==> src/rtl/tw_arb_pkg.sv <==
package tw_arb_pkg;

    typedef enum logic [3:0] {
        S_IDLE,
        S_START,
        S_ADDR,
        S_ADDR_ACK,
        S_DATA,
        S_DATA_ACK,
        S_STOP,
        S_SLV_ADDR,
        S_SLV_ACK,
        S_SLV_RX,
        S_SLV_TX,
        S_UNADDR,
        S_WAIT_FREE
    } arb_state_e;

    localparam logic [2:0] ST_NONE      = 3'd0;
    localparam logic [2:0] ST_WON       = 3'd1;
    localparam logic [2:0] ST_LOST_ADDR = 3'd2;
    localparam logic [2:0] ST_LOST_DATA = 3'd3;
    localparam logic [2:0] ST_SLV_RX    = 3'd4;
    localparam logic [2:0] ST_SLV_TX    = 3'd5;
    localparam logic [2:0] ST_UNADDR    = 3'd6;

endpackage

==> src/rtl/tw_arb_sync.sv <==
module tw_arb_sync #(
    parameter int WIDTH  = 2,
    parameter int STAGES = 2
) (
    input  logic             clk,
    input  logic             rst_n,
    input  logic [WIDTH-1:0] d,
    output logic [WIDTH-1:0] q
);
    // Idle bus level is high, so every stage resets to ones.
    logic [STAGES-1:0][WIDTH-1:0] chain_q;

    always_ff @(posedge clk or negedge rst_n) begin
        if (!rst_n) chain_q <= '1;
        else        chain_q <= {chain_q[STAGES-2:0], d};
    end

    assign q = chain_q[STAGES-1];
endmodule

==> src/rtl/tw_arb_busmon.sv <==
module tw_arb_busmon (
    input  logic clk,
    input  logic rst_n,
    input  logic scl_s,
    input  logic sda_s,
    output logic scl_rise,
    output logic scl_fall,
    output logic start_det,
    output logic stop_det,
    output logic busy
);
    logic scl_d, sda_d, busy_q;

    always_ff @(posedge clk or negedge rst_n) begin
        if (!rst_n) begin
            scl_d  <= 1'b1;
            sda_d  <= 1'b1;
            busy_q <= 1'b0;
        end else begin
            scl_d <= scl_s;
            sda_d <= sda_s;
            if (start_det)     busy_q <= 1'b1;
            else if (stop_det) busy_q <= 1'b0;
        end
    end

    assign scl_rise  =  scl_s & ~scl_d;
    assign scl_fall  = ~scl_s &  scl_d;
    assign start_det =  scl_s &  scl_d &  sda_d & ~sda_s;
    assign stop_det  =  scl_s &  scl_d & ~sda_d &  sda_s;
    assign busy      =  busy_q;
endmodule

==> src/rtl/tw_arbiter.sv <==
module tw_arbiter
    import tw_arb_pkg::*;
#(
    parameter int ADDR_W      = 7,
    parameter int DATA_W      = 8,
    parameter int SYNC_STAGES = 2
) (
    input  logic              clk,
    input  logic              rst_n,
    input  logic              scl_i,
    input  logic              sda_i,
    output logic              sda_oe,
    input  logic [ADDR_W-1:0] own_addr,
    input  logic [ADDR_W-1:0] tgt_addr,
    input  logic              tgt_rw,
    input  logic [DATA_W-1:0] tgt_data,
    input  logic              start_req,
    input  logic              retry_en,
    output logic [2:0]        status,
    output logic              bus_busy
);
    localparam int AB   = ADDR_W + 1;
    localparam int MAXB = (AB > DATA_W) ? AB : DATA_W;
    localparam int CW   = $clog2(MAXB + 1);
    localparam logic [CW-1:0] CNT_AB = CW'(AB);
    localparam logic [CW-1:0] CNT_DB = CW'(DATA_W);

    logic scl_s, sda_s;
    logic scl_rise, scl_fall, start_det, stop_det, busy;

    tw_arb_sync #(.WIDTH(2), .STAGES(SYNC_STAGES)) u_sync (
        .clk(clk), .rst_n(rst_n), .d({scl_i, sda_i}), .q({scl_s, sda_s})
    );

    tw_arb_busmon u_mon (
        .clk(clk), .rst_n(rst_n), .scl_s(scl_s), .sda_s(sda_s),
        .scl_rise(scl_rise), .scl_fall(scl_fall),
        .start_det(start_det), .stop_det(stop_det), .busy(busy)
    );

    arb_state_e        state_q, state_d;
    logic              drv_q;        // 1 = SDA released, 0 = pulled low
    logic [AB-1:0]     ash_q, rx_q;
    logic [DATA_W-1:0] dsh_q;
    logic [CW-1:0]     cnt_q;
    logic              rw_q, req_q;
    logic [2:0]        status_q;

    wire launch   = req_q & ~busy & scl_s & sda_s;
    wire lose     = drv_q & ~sda_s;
    wire addr_hit = (rx_q[AB-1:1] == own_addr);

    // Next-state selection
    always_comb begin
        state_d = state_q;
        unique case (state_q)
            S_IDLE:      if (launch) state_d = S_START;
            S_START:     if (scl_fall) state_d = S_ADDR;
            S_ADDR: begin
                if (scl_rise && lose)                  state_d = S_SLV_ADDR;
                else if (scl_fall && cnt_q == CNT_AB)  state_d = S_ADDR_ACK;
            end
            S_ADDR_ACK:  if (scl_fall) state_d = S_DATA;
            S_DATA: begin
                if (scl_rise && lose && !rw_q)
                    state_d = retry_en ? S_WAIT_FREE : S_UNADDR;
                else if (scl_fall && cnt_q == CNT_DB)
                    state_d = S_DATA_ACK;
            end
            S_DATA_ACK:  if (scl_fall) state_d = S_STOP;
            S_STOP:      if (scl_rise) state_d = S_IDLE;
            S_SLV_ADDR: begin
                if (scl_fall && cnt_q == CNT_AB) begin
                    if (addr_hit)      state_d = S_SLV_ACK;
                    else if (retry_en) state_d = S_WAIT_FREE;
                    else               state_d = S_UNADDR;
                end
            end
            S_SLV_ACK:   if (scl_fall) state_d = rx_q[0] ? S_SLV_TX : S_SLV_RX;
            S_SLV_RX, S_SLV_TX, S_UNADDR, S_WAIT_FREE:
                         if (stop_det) state_d = S_IDLE;
            default:     state_d = S_IDLE;
        endcase
    end

    // State register
    always_ff @(posedge clk or negedge rst_n) begin
        if (!rst_n) state_q <= S_IDLE;
        else        state_q <= state_d;
    end

    // Shift, count, drive and status registers
    always_ff @(posedge clk or negedge rst_n) begin
        if (!rst_n) begin
            drv_q    <= 1'b1;
            ash_q    <= '0;
            dsh_q    <= '0;
            rx_q     <= '0;
            cnt_q    <= '0;
            rw_q     <= 1'b0;
            req_q    <= 1'b0;
            status_q <= ST_NONE;
        end else begin
            if (start_req) req_q <= 1'b1;
            unique case (state_q)
                S_IDLE: if (launch) begin
                    drv_q    <= 1'b0;
                    ash_q    <= {tgt_addr, tgt_rw};
                    dsh_q    <= tgt_data;
                    rw_q     <= tgt_rw;
                    cnt_q    <= '0;
                    status_q <= ST_NONE;
                    req_q    <= 1'b0;
                end
                S_START: if (scl_fall) begin
                    drv_q <= ash_q[AB-1];
                    ash_q <= {ash_q[AB-2:0], 1'b0};
                end
                S_ADDR: begin
                    if (scl_rise) begin
                        rx_q  <= {rx_q[AB-2:0], sda_s};
                        cnt_q <= cnt_q + 1'b1;
                        if (lose) status_q <= ST_LOST_ADDR;
                    end else if (scl_fall) begin
                        if (cnt_q == CNT_AB) drv_q <= 1'b1;
                        else begin
                            drv_q <= ash_q[AB-1];
                            ash_q <= {ash_q[AB-2:0], 1'b0};
                        end
                    end
                end
                S_ADDR_ACK: if (scl_fall) begin
                    drv_q <= rw_q | dsh_q[DATA_W-1];
                    dsh_q <= {dsh_q[DATA_W-2:0], 1'b0};
                    cnt_q <= '0;
                end
                S_DATA: begin
                    if (scl_rise) begin
                        cnt_q <= cnt_q + 1'b1;
                        if (lose && !rw_q) status_q <= ST_LOST_DATA;
                    end else if (scl_fall) begin
                        if (cnt_q == CNT_DB) drv_q <= 1'b1;
                        else begin
                            drv_q <= rw_q | dsh_q[DATA_W-1];
                            dsh_q <= {dsh_q[DATA_W-2:0], 1'b0};
                        end
                    end
                end
                S_DATA_ACK: if (scl_fall) drv_q <= 1'b0;
                S_STOP: if (scl_rise) begin
                    drv_q    <= 1'b1;
                    status_q <= ST_WON;
                end
                S_SLV_ADDR: begin
                    if (scl_rise) begin
                        rx_q  <= {rx_q[AB-2:0], sda_s};
                        cnt_q <= cnt_q + 1'b1;
                    end else if (scl_fall && cnt_q == CNT_AB) begin
                        if (addr_hit) begin
                            drv_q    <= 1'b0;
                            status_q <= rx_q[0] ? ST_SLV_TX : ST_SLV_RX;
                        end else begin
                            status_q <= ST_UNADDR;
                        end
                    end
                end
                S_SLV_ACK:   if (scl_fall) drv_q <= 1'b1;
                S_WAIT_FREE: if (stop_det) req_q <= 1'b1;
                default: ;
            endcase
        end
    end

    assign sda_oe   = ~drv_q;
    assign status   = status_q;
    assign bus_busy = busy;
endmodule

==> config.mk <==
export PLATFORM = sky130hd
export DESIGN_NAME = tw_arbiter
export DESIGN_NICKNAME = d
export VERILOG_FILES = /design/src/rtl/tw_arb_pkg.sv /design/src/rtl/tw_arb_sync.sv /design/src/rtl/tw_arb_busmon.sv /design/src/rtl/tw_arbiter.sv
export SDC_FILE = /design/constraint.sdc
export NUM_CORES = 1
export LEC_CHECK = 0
export ABC_CLOCK_PERIOD_IN_PS = 2300
export BUFFER_PORTS_ARGS = -buffer_cell sky130_fd_sc_hd__buf_2
export CELL_PAD_IN_SITES_DETAIL_PLACEMENT = 0
export CELL_PAD_IN_SITES_GLOBAL_PLACEMENT = 1
export CORE_AREA = 2 2 85 87
export DETAILED_ROUTE_END_ITERATION = 8
export DIE_AREA = 0 0 87 89
export PLACE_DENSITY = 0.82
export SLEW_MARGIN = 15
export SYNTH_ARGS = -nofsm -noshare
export SYNTH_HDL_FRONTEND = slang
export SYNTH_SLANG_ARGS = --single-unit
==> constraint.sdc <==
create_clock -name clk -period 2.3 [get_ports clk]
set_clock_uncertainty 0.15 [all_clocks]
set_input_delay 0.23 -clock clk [delete_from_list [all_inputs] [get_ports clk]]
set_output_delay 0.23 -clock clk [all_outputs]
set_load 0.01 [all_outputs]
After elaboration in Yosys (flattened, before gate mapping)
Cells that the tools add are included.
{ "classes": {"addsub": 1, "multipliers": 0, "n_div": 0, "n_lt_le_gt_ge": 0, "eq_ne": 37, "shift": 0, "n_mux": 65, "bitwise_logic": 18, "reduce_logical": 23} }
{ "ops": {"columns": ["op", "count"], "rows": [
  ["8-bit 2-to-1 mux", 10],
  ["4-bit 2-to-1 mux", 15],
  ["8-bit one-hot mux with 3 select lines", 2],
  ["2-bit != test (second input constant)", 20],
  ["4-bit one-hot mux with 10 select lines", 1],
  ["3-bit 2-to-1 mux", 10],
  ["4-bit == test (second input constant)", 6],
  ["1-bit 2-to-1 mux", 21],
  ["4-bit by 3-bit == test with 1-bit output (second input constant)", 4],
  ["3-bit one-hot mux with 5 select lines", 1],
  ["14-bit AND reduction", 1],
  ["4-bit one-hot mux with 3 select lines", 1],
  ["6-bit AND reduction", 2],
  ["1-bit AND", 11],
  ["10-bit AND reduction", 1],
  ["1-bit one-hot mux with 9 select lines", 1],
  ["9-bit AND reduction", 1],
  ["3-bit nonzero test", 3],
  ["9-bit nonzero test", 1],
  ["4-bit by 2-bit == test with 1-bit output (second input constant)", 2],
  ["7-bit == test", 1],
  ["3-bit != test (second input constant)", 2],
  ["1-bit inverter", 6],
  ["5-bit nonzero test", 1],
  ["15 further kinds", 20]
]} }
{ "totals": {"ff_bits": 45, "latch_bits": 0, "ramBits": 0, "romBits": 0, "input_bits": 29, "out_inout_bits": 5, "elab_cells": 158, "mem_count": 0} }

Logic depth before layout (Yosys ltp)
Gate-level depths: netlist (run 1).
{ "logic_depth": {"ltp_word": 6, "ltp_mapped": 9, "mapped_depth_nobuf": 8} }

Cells and area by module
Synthesis (run 1) repeated with hierarchy kept, for this count alone.
{ "hier_totals": {"cells_unflattened": 247, "hier_area_um2": 2641.3} }
{ "modules_own_cells": {"columns": ["mod", "n_inst", "cells_each", "area_per_inst_um2", "seq_area_each_um2"], "rows": [
  ["tw_arbiter", 1, 229, 2394.8, 952.2],
  ["tw_arb_busmon", 1, 12, 126.4, 77.6],
  ["tw_arb_sync", 1, 6, 120.1, 105.1]
]} }

Worst setup path before layout (run 1)
Ideal clock, no wire load.
{ "synth_path": {"path_kind": "reg2reg", "start": "register u_sync.chain_q (netlist bit u_sync.q[1])", "end": "register state_q[0]", "setup_ps": 121, "arrival_time_ps": 1905, "t_required_ps": 2029, "setup_slack_ps": 124, "stages_incl_launch_ff": 8, "path_buffers": 1, "synth_period_minus_slack_ps": 2176, "cell_sequence": "dfstp_2 buf_4 nand4bb_4 a221o_1 a32oi_2 o211ai_4 a31o_1 a22o_1"} }
{ "synth_between": {"elab_chain_cells": 5, "word_cells_on_any_way": 25, "classes_between": "eq/ne: 10; mux: 3; bitwise: 8; reduce/logical: 4"} }
{ "synth_rtl": {"columns": ["item", "line_no", "text"], "rows": [
  ["from (decl)", "tw_arb_sync.sv:11", "logic [STAGES-1:0][WIDTH-1:0] chain_q;"],
  ["from (signal assigned)", "tw_arb_sync.sv:15", "else chain_q <= {chain_q[STAGES-2:0], d};"],
  ["1-bit AND (tied with other cells) (3 in series)", "tw_arb_busmon.sv:30", "assign stop_det = scl_s & scl_d & ~sda_d & sda_s;"],
  ["2-bit != test (no line) (tied with other cells)", null, null],
  ["10-bit AND reduction (no line) or 4-bit one-hot mux with 10 select lines (tied branches)", null, null],
  ["to (signal assigned)", "tw_arbiter.sv:89", "else state_q <= state_d;"],
  ["to (decl)", "tw_arbiter.sv:41", "arb_state_e state_q, state_d;"]
]} }
Parallel ways exist; a longest one is shown, timed or not.
A chain may end at the register's enable or synchronous reset.

Worst setup path after layout (run 1)
{ "layout_path": {"start": "register u_sync.chain_q (netlist bit u_sync.q[1])", "end": "register state_q[1]"} }
The elaborated chain is that of the path after synthesis.

==> results by group, run 1 <==
Status
  – Status: complete, no violations

Critical path
  – R2R Setup Slk: 0.05 ns
  – CP top delay family: compound AO/OA/AOI/OAI gates
  – Setup crit start kind: register
  – Buf/Inv on CP: 1
  – Max incr delay on CP: 0.61 ns
  – RR Endpoint: state_q[1]$_DFFE_PN0P_
  – Cell repeated most along the worst path: nor2_1
  – CP cell instances: nand2b_1 -> nor2_1 -> o31a_1 -> o211ai_4 -> buf_4 -> nor2_1 -> a22o_2
  – CP Class: register to register
  – R2R Path Start: u_sync.q[1]$_DFF_PN1_
  – Critical Path End Type: register
  – End of the critical path: state_q[1]$_DFFE_PN0P_
  – Worst path depth: 7
  – CP Data Required Time: 2.35 ns
  – Arr. time, crit path: 2.30 ns
  – Crit path max fanout: 8
  – Worst reg2reg path depth: 7
  – Slowest stage cell, crit path: dfstp_2
  – CP Launch Point: u_sync.q[1]$_DFF_PN1_

Timing
  – Setup-failing EPs final: 0
  – WHS: 0.0257 ns
  – Clock period minus final worst setup slack: 2.25 ns
  – Period utilization: 0.980
  – Slew headroom: 0.623
  – PnR worst setup slack: 0.0462 ns
  – Maximum clock rate: 0.444 GHz
  – Final hold vios: 0
  – Worst slew pin tran: 0.566 ns
  – Max Slew Vio Count: 0

Final layout
  – Diodes inserted: 0
  – Nets: 363
  – Share of cells above drive strength 1: 0.291
  – Final instance area: 3230 um2
  – Synth-to-Final Area Change: 20.9%

Logic synthesis
  – Post-Syn Area: 2680 um2
  – Dominant synthesized flop cell: dfrtp_1
  – Post-synth EDFFs: 0
  – Cells after synthesis: 283
  – Register area share after synthesis: 0.424
  – Post-synth net total: 314
  – Synth cell types: 57
  – Post-synth ARST share: 1.00
  – Synth warn: 0
  – Syn_area_per_cell: 9.45 um2
  – Seq cells post-synth: 45

Power
  – Combinational share of power: 0.434
  – Clock power frac: 0.200
  – Sw Ratio: 0.381
  – Sequential share of power: 0.366
  – Leak Pwr: 1.47 nW
  – Internal: 2.17 mW
  – PD cells: 1080 nW/um2
  – Worst IR Drop VDD: 443 uV
  – Tot Pwr: 3.50 mW
  – Switching power: 1.33 mW

GRT
  – GRT Resource Usage Total: 0.166
  – Largest net degree at the start of global routing: 46
  – Initial antenna violation count: 0
  – M3 GR Usage: 0.0305
  – Met1 Use GR: 0.219
  – Number of global-route vias before repair: 2191
  – Grt total ovfl: 0
  – GR peak layer: met2
  – Wire length of the first global-routing pass: 10200 um
  – Met2 Usage GRT: 0.273

Place
  – GPL Wtd Cong: 0.875
  – DP Wirelength: 4310 um
  – DP Area: 3010 um2
  – Post-Place Worst Slack: 0.0763 ns
  – Port Buffers: 33

Detailed routing
  – Routed len/inst: 14.5 um
  – WL final: 6000 um
  – Via density: 5.36
  – Drt first pass iters: 4
  – Via count: 2214
  – Final ANT Viol Nets: 0
  – Initial drt markers: 214
  – Drc violations: 0

Clock network
  – Clock buffer depth: 2
  – CTS tree: done
  – Worst-Skew Late Latency: 0.30 ns
  – Inserted Clock Buffers: 5
  – Root Driver: clkbuf_8
  – Max H-tree Level: 2
  – Clock sinks: 45
  – Clock slew at reported path FFs: 0.09 ns

Floorplanning
  – I/O pins: 34
  – Die extent in x: 87 um
  – DIE AREA: 7740 um2
  – Die Y: 89 um
  – Core area: 6720 um2
  – Starting Density: 0.398
  – Rows: 30

Worst hold path
  – Hold_sp: tgt_data[0]
  – Hold WC Path Type: input pin to register

Job
  – Max-cap violations: 0
-- Yosys cell counts (all sizes together) (3+ instances only) --
cell type,number,area share
a21oi,22,0.047
and2,3,0.0070
buf,12,0.026
clkbuf,4,0.0056
dfrtp,38,0.36
dfstp,7,0.069
inv,8,0.011
mux2,10,0.042
mux2i,17,0.064
nand2,30,0.042
nand2b,6,0.014
nand3,3,0.0056
nand3b,4,0.013
nor2,30,0.042
nor2b,5,0.012
nor3,4,0.0075
o211ai,4,0.016
o21ai,25,0.047
o21bai,3,0.0084
o22ai,3,0.0070
o32a,3,0.011
xnor2,3,0.0098
xor2,6,0.020
-- sequential cells by signal (all words and copies together), names as in the netlist --
register and cells:
state_q 4, u_mon.busy 1, u_sync.chain_q 2, req_q 1, cnt_q 4, u_mon.sda_d 1, ash_q 8, u_mon.scl_d 1
rw_q 1, dsh_q 8, rx_q 8, drv_q 1, status 3, u_sync.q 2
-- cell type report --
| type | count | area, um2 |
|---|---|---|
| fill | 610 | 3480 |
| clock buffer | 5 | 68.8 |
| multi-input combinational | 214 | 1470 |
| sequential | 45 | 1140 |
| inverter | 8 | 30.0 |
| clock inverter | 3 | 65.1 |
| tap | 80 | 100 |
| timing repair buffer | 58 | 364 |
-- layer usage --
metal  share of wire  vias up  wire length, um
met3           0.045        9              271
li1                -     1113                -
met5               0        -                0
met1            0.45     1043             2680
met2            0.49       49             2960
met4           0.015        0               88
-- layout by cell type (no fill, tap or decap), types with 7 or more instances in the layout --
master,synthesis,routed
mux2i_1,17,17
a21oi_1,20,20
nand2_1,30,30
buf_2,8,33
dfstp_2,7,7
buf_4,4,21
nor2_1,30,29
inv_1,8,8
mux2_2,10,10
o21ai_0,24,24
dfrtp_1,38,37
-- worst min-delay path by stage --
| stage | slack [ns] | to | cells past startpoint |
|---|---|---|---|
| 6_report | 0.03 | dsh_q[0]$_DFFE_PN0P_ | 3 |
| 5_1_grt | 0.03 | rw_q$_DFFE_PN0P_ | 2 |
| 4_1_cts | 0.02 | dsh_q[0]$_DFFE_PN0P_ | 3 |
| 3_5_place_dp | 0.19 | u_sync.chain_q[1]$_DFF_PN1_ | 1 |
| 3_3_place_gp | 0.18 | u_sync.chain_q[0]$_DFF_PN1_ | 1 |
| 2_1_floorplan | -0.22 | ash_q[0]$_DFFE_PN0P_ | 0 |
-- worst register-to-register path: stages (launching register included) --
cell      delay (ns)
dfstp_2         0.61
nand2b_1        0.36
nor2_1          0.09
o31a_1          0.35
o211ai_4        0.16
buf_4           0.19
nor2_1          0.04
a22o_2          0.22
-- power by group through the flow --
stage	clock, mW	combinational (mW)	sequential (mW)
floorplan	0	1.09	1.18
global placement	0	1.39	1.28
detailed placement	0	1.41	1.28
CTS	0.723	1.42	1.27
global route	0.754	1.69	1.31
finish	0.701	1.52	1.28
-- stage by stage --
step / setup TNS [ns] / instances / util
detailed placement: 0 / 400 / 0.447
CTS: 0 / 411 / 0.472
finish: 0 / 413 / 0.481
global placement: 0 / 400 / 0.447
global route: -0.0890 / 413 / 0.481
floorplan: 0 / 283 / -
-- what timing repair did --
item / 4_1_cts / 5_1_grt
hold endpoints to repair: 40 / 0
resized for setup: 0 / 9
buffers inserted: 0 / 2
setup endpoints to repair: 0 / 13
hold buffers: 3 / 0
-- kinds of logic (layout without fill, tap and decap cells) --
group / after synthesis / in the layout / synth area share
XOR/XNOR: 9 / 9 / 0.0295
adder cells (fa/ha/maj): 2 / 2 / 0.00935
AO/OA/AOI/OAI: 80 / 80 / 0.207
multiplexers: 27 / 27 / 0.106
buffers and inverters: 24 / 74 / 0.0430
AND/OR/NAND/NOR: 96 / 96 / 0.181
flip-flops: 45 / 45 / 0.424
No activity file was read; power rests on OpenSTA's default activity.
==> run 2, diff against run 1 <==
--- a/config.mk
+++ b/config.mk
@@ -12,6 +12,7 @@
 export CORE_AREA = 2 2 85 87
 export DETAILED_ROUTE_END_ITERATION = 8
 export DIE_AREA = 0 0 87 89
+export MAX_ROUTING_LAYER = met4
 export PLACE_DENSITY = 0.82
 export SLEW_MARGIN = 15
 export SYNTH_ARGS = -nofsm -noshare
==> results by group, run 2 (synthesis results as in run 1) <==
Status
  – Status: complete, no violations

Place
  – Post-Place Worst Slack: 0.0763 ns
  – GPL Wtd Cong: 0.890
  – Port Buffers: 33
  – DP Wirelength: 4310 um

Clock network
  – CTS tree: done
  – Clock slew at reported path FFs: 0.09 ns
  – Clock sinks: 45
  – Inserted Clock Buffers: 5
  – Root Driver: clkbuf_8
  – Max H-tree Level: 2
  – Worst-Skew Late Latency: 0.30 ns
  – Clock buffer depth: 2

Final layout
  – Fill count: 610
  – Regs by FF count: ash_q (8), dsh_q (8), rx_q (8)
  – Nets: 363
  – Most frequent cells in the layout: dfrtp_1, buf_2, nand2_1
  – Diodes inserted: 0
  – Synth-to-Final Area Change: 20.9%
  – Share of cells above drive strength 1: 0.291
  – Commonest non-fill, non-tap cell in the layout: dfrtp_1

GRT
  – GR peak layer: met2
  – Met2 Usage GRT: 0.273
  – Wire length of the first global-routing pass: 10200 um
  – Initial antenna violation count: 0
  – Largest net degree at the start of global routing: 46
  – Grt total ovfl: 0
  – M3 GR Usage: 0.0314
  – Met1 Use GR: 0.221
  – GRT Resource Usage Total: 0.172
  – Number of global-route vias before repair: 2191

Power
  – Worst IR Drop VDD: 447 uV
  – PD cells: 1080 nW/um2
  – Tot Pwr: 3.50 mW
  – Leak Pwr: 1.47 nW

Timing
  – Final hold vios: 0
  – Maximum clock rate: 0.447 GHz
  – Max Slew Vio Count: 0
  – Worst slew pin tran: 0.568 ns
  – Slew headroom: 0.621
  – Setup TNS: 0 ns
  – Period utilization: 0.973
  – Clock period minus final worst setup slack: 2.24 ns
  – PnR worst setup slack: 0.0622 ns
  – Setup-failing EPs final: 0

Detailed routing
  – Via count: 2236
  – Final ANT Viol Nets: 0
  – WL final: 6020 um
  – Drt first pass iters: 4
  – Initial drt markers: 186
  – Routed len/inst: 14.6 um
  – Drc violations: 0
  – Via density: 5.41

Critical path
  – Setup crit start kind: register
  – CP Data Required Time: 2.35 ns
  – Crit path max fanout: 7
  – Arr. time, crit path: 2.29 ns
  – Worst reg2reg path depth: 9
  – CP Class: register to register
  – Critical Path End Type: register
  – RR Endpoint: state_q[1]$_DFFE_PN0P_
  – R2R Setup Slk: 0.06 ns
  – R2R Path Start: cnt_q[0]$_DFFE_PN0P_

Worst hold path
  – Hold depth: 3
  – Hold_sp: tgt_data[0]
  – Hold WC Path Type: input pin to register
  – Hold EP: dsh_q[0]$_DFFE_PN0P_

Floorplanning
  – I/O pins: 34
  – Die Y: 89 um
  – Starting Density: 0.398
  – DIE AREA: 7740 um2
  – Rows: 30
  – Core area: 6720 um2
  – Die extent in x: 87 um

Job
  – Max-cap violations: 0
## run 2: cell counts in the layout (fill, tap and decap cells not counted)
Identical to the previous run, type by type.
## run 2: worst max-delay path by stage
stage,start,endpoint,slack (ns)
floorplan,u_sync.q[1]$_DFF_PN1_,state_q[0]$_DFFE_PN0P_,0.12
global placement,u_sync.q[1]$_DFF_PN1_,state_q[0]$_DFFE_PN0P_,0.11
detailed placement,u_sync.q[1]$_DFF_PN1_,cnt_q[3]$_DFFE_PN0P_,0.08
CTS,u_sync.q[1]$_DFF_PN1_,cnt_q[3]$_DFFE_PN0P_,0.03
global route,u_sync.q[1]$_DFF_PN1_,state_q[0]$_DFFE_PN0P_,-0.05
finish,cnt_q[0]$_DFFE_PN0P_,state_q[1]$_DFFE_PN0P_,0.06
## run 2: cell type report
| type | count | area, um2 | share of cell area |
|---|---|---|---|
| Clock inverter | 3 | 65.1 | 0.0201 |
| Multi-Input combinational cell | 214 | 1470 | 0.455 |
| Tap cell | 80 | 100 | 0.0309 |
| Clock buffer | 5 | 68.8 | 0.0213 |
| Inverter | 8 | 30.0 | 0.00928 |
| Timing Repair Buffer | 58 | 364 | 0.113 |
| Sequential cell | 45 | 1140 | 0.351 |
## run 2: critical path, cell delays in order, from the launching register on
cell,delay [ns]
dfrtp_1,0.42
inv_1,0.06
ha_1,0.20
and3b_1,0.24
a221oi_2,0.35
a32oi_4,0.11
o211ai_4,0.16
buf_4,0.18
nor2_1,0.04
a22o_2,0.22
## run 2: power by group
group	total (mW)	internal, mW	switching, mW
Sequential	1.28	1.04	0.245
Combinational	1.52	0.698	0.822
Clock	0.703	0.431	0.272
## run 2: layer usage
layer | vias to the layer above | share of wire | wire length (um)
met3 | 13 | 0.044 | 263
met2 | 51 | 0.49 | 2950
li1 | 1111 | - | -
met5 | - | 0 | 0
met1 | 1061 | 0.45 | 2700
met4 | 0 | 0.018 | 108
## run 2: through the flow
stage                     utilization  cell area (um2)  hold slack, ns  std cells
after global routing            0.481             3230          0.0322        413
final                           0.481             3230          0.0261        413
after detailed placement        0.447             3010           0.187        400
after floorplan                     -             2680          -0.216        283
after CTS                       0.472             3170          0.0224        411
after global placement          0.447             3010           0.185        400
## run 2: timing repair
item / in CTS / in global routing
hold buffers: 3 / 0
endpoints found under the setup margin: 0 / 13
hold endpoints to repair: 40 / 0
setup buffers: 0 / 2
resized for setup: 0 / 9
